### src/rtl/col_token_readout.sv
module col_token_readout #(
  parameter int NPIX   = 8,
  parameter int DATA_W = 8,
  parameter int DEPTH  = 4,
  parameter int LOST_W = 4,
  localparam int PW = (DATA_W <= 1) ? 2 : (DATA_W <= 4) ? 3 : (DATA_W <= 11) ? 4 : (DATA_W <= 26) ? 5 : 6,
  localparam int CW = DATA_W + PW + 1,
  localparam int AW = (NPIX > 1) ? $clog2(NPIX) : 1
) (
  input  logic                     clk,
  input  logic                     rst_n,
  input  logic [NPIX-1:0]          hit_valid,
  input  logic [NPIX*DATA_W-1:0]   hit_data,
  input  logic [NPIX-1:0]          upset_en,
  input  logic [CW-1:0]            upset_mask,
  output logic                     bus_valid,
  output logic [AW-1:0]            bus_addr,
  output logic [DATA_W-1:0]        bus_data,
  output logic                     bus_sec,
  output logic                     bus_ded,
  output logic                     scan_done,
  output logic [NPIX*LOST_W-1:0]   lost_cnt
);
  localparam int TW   = $clog2(NPIX + 1);
  localparam int PTRW = $clog2(DEPTH);
  localparam int CNTW = $clog2(DEPTH + 1);
  localparam logic [LOST_W-1:0] LMAX = '1;

  function automatic logic [CW-1:0] enc(input logic [DATA_W-1:0] d);
    logic [CW-1:0] c;
    int k;
    c = '0;
    k = 0;
    for (int j = 1; j < CW; j++)
      if ((j & (j - 1)) != 0) begin
        c[j] = d[k];
        k++;
      end
    for (int i = 0; i < PW; i++)
      for (int j = 1; j < CW; j++)
        if (((j >> i) & 1) == 1 && (j & (j - 1)) != 0) c[1 << i] = c[1 << i] ^ c[j];
    c[0] = ^c[CW-1:1];
    return c;
  endfunction

  function automatic logic [DATA_W+1:0] dec(input logic [CW-1:0] cin);
    logic [CW-1:0] c;
    logic [PW-1:0] syn;
    logic [DATA_W-1:0] d;
    logic s, e;
    int k;
    c = cin;
    syn = '0;
    for (int j = 1; j < CW; j++)
      if (c[j]) syn = syn ^ PW'(j);
    s = 1'b0;
    e = 1'b0;
    if (^c) begin
      if (int'(syn) < CW) begin
        s = 1'b1;
        if (syn != '0) c[syn] = ~c[syn];
      end else e = 1'b1;
    end else if (syn != '0) e = 1'b1;
    d = '0;
    k = 0;
    for (int j = 1; j < CW; j++)
      if ((j & (j - 1)) != 0) begin
        d[k] = c[j];
        k++;
      end
    return {e, s, d};
  endfunction

  logic [CW-1:0]     mem  [NPIX][DEPTH];
  logic [PTRW-1:0]   wp   [NPIX];
  logic [PTRW-1:0]   rp   [NPIX];
  logic [CNTW-1:0]   cnt  [NPIX];
  logic [LOST_W-1:0] lost [NPIX];
  logic [TW-1:0]     tok;

  logic              gnt;
  logic [AW-1:0]     gsel;
  logic [DATA_W+1:0] rd;

  always_comb begin
    gnt  = 1'b0;
    gsel = '0;
    for (int p = NPIX - 1; p >= 0; p--)
      if (TW'(p) >= tok && cnt[p] != '0) begin
        gnt  = 1'b1;
        gsel = AW'(p);
      end
  end

  assign rd = dec(mem[gsel][rp[gsel]]);

  always_ff @(posedge clk) begin
    if (!rst_n) begin
      for (int p = 0; p < NPIX; p++) begin
        for (int q = 0; q < DEPTH; q++) mem[p][q] <= '0;
        wp[p]   <= '0;
        rp[p]   <= '0;
        cnt[p]  <= '0;
        lost[p] <= '0;
      end
      tok       <= '0;
      bus_valid <= 1'b0;
      bus_addr  <= '0;
      bus_data  <= '0;
      bus_sec   <= 1'b0;
      bus_ded   <= 1'b0;
      scan_done <= 1'b0;
    end else begin
      for (int p = 0; p < NPIX; p++) begin
        logic push, pop;
        push = hit_valid[p] && (int'(cnt[p]) < DEPTH);
        pop  = gnt && (gsel == AW'(p));
        if (push) begin
          mem[p][wp[p]] <= enc(hit_data[p*DATA_W +: DATA_W]) ^ (upset_en[p] ? upset_mask : '0);
          wp[p] <= (int'(wp[p]) == DEPTH - 1) ? '0 : wp[p] + 1'b1;
        end else if (upset_en[p] && cnt[p] != '0 && !pop)
          mem[p][rp[p]] <= mem[p][rp[p]] ^ upset_mask;
        if (pop) rp[p] <= (int'(rp[p]) == DEPTH - 1) ? '0 : rp[p] + 1'b1;
        cnt[p] <= cnt[p] + CNTW'(push) - CNTW'(pop);
        if (hit_valid[p] && !push && lost[p] != LMAX) lost[p] <= lost[p] + 1'b1;
      end
      tok       <= gnt ? TW'(gsel) + 1'b1 : '0;
      bus_valid <= gnt;
      bus_addr  <= gnt ? gsel : '0;
      bus_data  <= gnt ? rd[DATA_W-1:0] : '0;
      bus_sec   <= gnt & rd[DATA_W];
      bus_ded   <= gnt & rd[DATA_W+1];
      scan_done <= !gnt;
    end
  end

  for (genvar p = 0; p < NPIX; p++) begin : g_pix
    assign lost_cnt[p*LOST_W +: LOST_W] = lost[p];

    a_r2_depth_bound: assert property (@(posedge clk) disable iff (!rst_n)
      int'(cnt[p]) <= DEPTH);

    a_r2_pop_needs_data: assert property (@(posedge clk) disable iff (!rst_n)
      (bus_valid && bus_addr == AW'(p)) |-> $past(cnt[p]) != '0);

    a_r3_lost_on_full: assert property (@(posedge clk) disable iff (!rst_n)
      (hit_valid[p] && int'(cnt[p]) == DEPTH && lost[p] != LMAX) |=> lost[p] == $past(lost[p]) + 1'b1);
  end

  a_r4_ascending: assert property (@(posedge clk) disable iff (!rst_n)
    (bus_valid && $past(bus_valid)) |-> bus_addr > $past(bus_addr));

  a_r8_ded_excl: assert property (@(posedge clk) disable iff (!rst_n)
    bus_ded |-> (bus_valid && !bus_sec));
endmodule

### config.mk
export PLATFORM = sky130hd
export DESIGN_NAME = col_token_readout
export DESIGN_NICKNAME = d
export VERILOG_FILES = /design/src/rtl/col_token_readout.sv
export SDC_FILE = /design/constraint.sdc
export NUM_CORES = 2
export LEC_CHECK = 0
export BUFFER_PORTS_ARGS = -buffer_cell sky130_fd_sc_hd__buf_2
export CORE_MARGIN = 1.5
export CORE_UTILIZATION = 38
export DETAILED_ROUTE_END_ITERATION = 16
export GPL_ROUTABILITY_DRIVEN = 0
export PLACE_DENSITY = 0.49
export SLEW_MARGIN = 10
export SYNTH_ARGS = -nofsm -noshare
export SYNTH_HDL_FRONTEND = slang
export SYNTH_SLANG_ARGS = --single-unit
### constraint.sdc
create_clock -name clk -period 10.4 [get_ports clk]
set_input_delay 0.52 -clock clk [delete_from_list [all_inputs] [get_ports clk]]
set_output_delay 0.52 -clock clk [all_outputs]
set_load 0.02 [all_outputs]
==> metrics.txt <==
count of unique library cells instantiated by Yosys 94; Detailed Routing Iterations Pass 1 6; critical path arrival 7.81 ns; maximum fanout encountered on the critical timing path 92; HPWL after detailed placement between 80,000 and 90,000 um; total vias in the final route 26,800; cells resized by post-CTS repair 0; number of global-route vias before repair approximately 27,000; clock-pin slew on the worst setup and hold paths 0.06 ns; proportion of register bits with asynchronous set or reset after synthesis 0%; design area roughly 38,000 sq um; maximum number of pins on one net before global-route repair 93; number of standard cells in the layout, taps in and fillers out ~4,500; largest buffer count on any clock path 3; initial core utilization 38.4%; final setup violation count 0; number of filler instances in the final layout approximately 8,700; warning count from the yosys run 0; final critical path time including I/O delays and setup 7.47 ns; H-tree levels 3; setup repair after global routing missed its margin no; CTS tree yes; commonest cells in the netlist 480 x sky130_fd_sc_hd__edfxtp_1, 365 x sky130_fd_sc_hd__nand2_1, 272 x sky130_fd_sc_hd__mux2i_1; most frequently used cell type in the post-synthesis netlist sky130_fd_sc_hd__edfxtp_1; wire length of the first global-routing pass around 180,000 um; largest incremental delay on the critical path 0.95 ns; count of flip-flops with a built-in enable after synthesis 480; number of synthesized register bits 523; synthesis-to-layout area growth 10.6%; post-route clock period utilization around 72%; maximum clock frequency ~0.13 GHz; Std-Cell Core Area 90,000 sq um; total routing resource utilization after global routing a little over a quarter; Area after DPL between 30,000 and 40,000 sq um; kind of start point of the critical path register; Cell Area, Synth 34,500 sq um; width of the die 304 um; worst path setup slack after routing 2.93 ns; Max transition margin between 10% and 20%; slew at the pin with the worst max-slew slack 1.26 ns; io pins 142; drt drc 0; total inserted antenna cells 0; sum of negative setup slack 0 ns; number of max-cap violations 0; number of buffers added by the clock tree synthesis step 66; part of the Yosys area used for sequential elements 44.2%; buffers added on ports 141; worst setup path category reg2reg; Largest delay share family, worst path simple AND/OR/NAND/NOR gates; Min-Delay Path Class in2reg; Total Routed Length 123,000 um; number of clock sinks 523; fraction of post-synthesis cell area in the top cell type by area about two fifths; Critical Path Sink Type register; most area-consuming cells after synthesis sky130_fd_sc_hd__edfxtp_1 42%, sky130_fd_sc_hd__mux2i_1 7.9%, sky130_fd_sc_hd__xnor2_1 5.4%; synthesized area per cell 10.5 sq um; number of standard cells after synthesis 3,272; overflow left after global routing 0; antenna viol nets, final 0; Post-Place Setup Slack about 3 ns; Setup Buffers After CTS 0; wire length per cell around 27 um; combined buffer and inverter count along the critical path 3; clk_lat worst skew 0.63 ns; number of placement rows 110; Die Outline Area 92,700 sq um; maximum clock skew at final layout 0.0281 ns; most area-hungry cell type in the Yosys netlist sky130_fd_sc_hd__edfxtp_1; Final Max Slew Viols 0; synthesized netlist net count 3,469; critical path required time 10.74 ns; total placed cells including tap cells 4,403; Chip Height between 300 and 400 um; run status finished, final reports clean; final net count 3,492; ordered list of cells on the worst path or3_1 -> a221oi_1 -> o211ai_1 -> and2_2 -> buf_4 -> clkinv_4 -> ha_1 -> ha_1 -> a21oi_1 -> nand2_1 -> nand3_1 -> nor2_4 -> buf_4 -> nor2_1 -> nand2_1 -> o21ai_0; CTS Root Cell sky130_fd_sc_hd__clkbuf_16; initial antenna violation count 4; dominant synthesized flop cell sky130_fd_sc_hd__edfxtp_1; endpoints failing hold 0; vias per std cell 5.94; share of layout cells above drive strength 1 a little over an eighth; library cell contributing the largest single delay on the critical path sky130_fd_sc_hd__nand3_1; hold-fix buffer count after cts 0; First DRT Iteration DRCs between 2,000 and 3,000
==> routing by layer <==
| layer | GRT usage (%) | wire, um | up-vias |
|---|---|---|---|
| li1 | - | - | 12200 |
| met1 | 34.3 | 51300 | 13400 |
| met2 | 43.7 | 59100 | 1048 |
| met3 | 3.46 | 7820 | 214 |
| met4 | 10.2 | 4820 | 2 |
| met5 | 0 | 9 | - |
==> sequential cells by signal (all words and copies together), names as in the netlist, 3 cells and up <==
register,count
mem,416
lost,32
cnt,24
rp,16
wp,16
bus_data,8
tok,4
bus_addr,3
==> path summary, 6_finish.rpt <==
kind | startpoint | end | slack, ns | cells after the start
max | cnt[1][2] | mem[0][44] | 2.93 | 16
max reg2reg | cnt[1][2] | mem[0][44] | 2.93 | 16
min | hit_data[4] | mem[0][9] | 0.36 | 3
min reg2reg | lost[1][12] | lost[1][12] | 0.62 | 1
==> placed cells by master, fill, tap and decap left out, types with 13 or more instances in the layout <==
master / n
sky130_fd_sc_hd__mux4_2: 56
sky130_fd_sc_hd__mux2i_1: 272
sky130_fd_sc_hd__xor2_1: 134
sky130_fd_sc_hd__clkinv_1: 13
sky130_fd_sc_hd__nand3_1: 87
sky130_fd_sc_hd__clkbuf_1: 15
sky130_fd_sc_hd__nand2b_1: 20
sky130_fd_sc_hd__o221a_2: 32
sky130_fd_sc_hd__a211oi_1: 126
sky130_fd_sc_hd__o22ai_1: 162
sky130_fd_sc_hd__mux2_2: 46
sky130_fd_sc_hd__nand4_1: 13
sky130_fd_sc_hd__a221oi_1: 38
sky130_fd_sc_hd__dfxtp_1: 43
sky130_fd_sc_hd__and3_1: 16
sky130_fd_sc_hd__o21ai_0: 154
sky130_fd_sc_hd__nor2_1: 249
sky130_fd_sc_hd__nand2_1: 365
sky130_fd_sc_hd__nor2b_1: 36
sky130_fd_sc_hd__and2_1: 41
sky130_fd_sc_hd__edfxtp_1: 480
sky130_fd_sc_hd__buf_4: 49
sky130_fd_sc_hd__a21oi_1: 71
sky130_fd_sc_hd__buf_2: 140
sky130_fd_sc_hd__xnor2_1: 214
sky130_fd_sc_hd__nor3_1: 22
sky130_fd_sc_hd__clkbuf_16: 67
sky130_fd_sc_hd__nor4b_1: 15
sky130_fd_sc_hd__ha_1: 94
sky130_fd_sc_hd__inv_1: 75
==> kinds of logic after synthesis <==
logic type	Yosys count	synth area share (%)
simple gates	917	12.1
compound gates	675	13.2
flops	523	44.2
mux	376	13.2
xor+xnor	359	9.56
buf+inv	317	3.73
fa+ha+maj	105	3.96
==> tightest hold or removal path: stages <==
cell                      delay [ns]
sky130_fd_sc_hd__buf_2          0.11
sky130_fd_sc_hd__xor2_1         0.10
sky130_fd_sc_hd__o21ai_0        0.13
==> final cells by class <==
cell class / instances / area, sq um / area share (%)
Tap cell: 1176 / 1470 / 3.85
Timing Repair Buffer: 189 / 1070 / 2.80
Clock buffer: 88 / 1820 / 4.76
Inverter: 83 / 318 / 0.832
Clock inverter: 30 / 260 / 0.682
Multi-Input combinational cell: 2432 / 18000 / 47.1
Sequential cell: 523 / 15300 / 40.0
==> through the flow <==
step	hold WS, ns	utilization [%]
2_1_floorplan	0.575	-
3_3_place_gp	0.598	40.1
3_5_place_dp	0.607	40.1
4_1_cts	0.336	42.4
5_1_grt	0.377	42.4
6_report	0.361	42.4
Power is not shown: default switching activity piles up to over one toggle a cycle in this logic, so the estimate is an artifact.
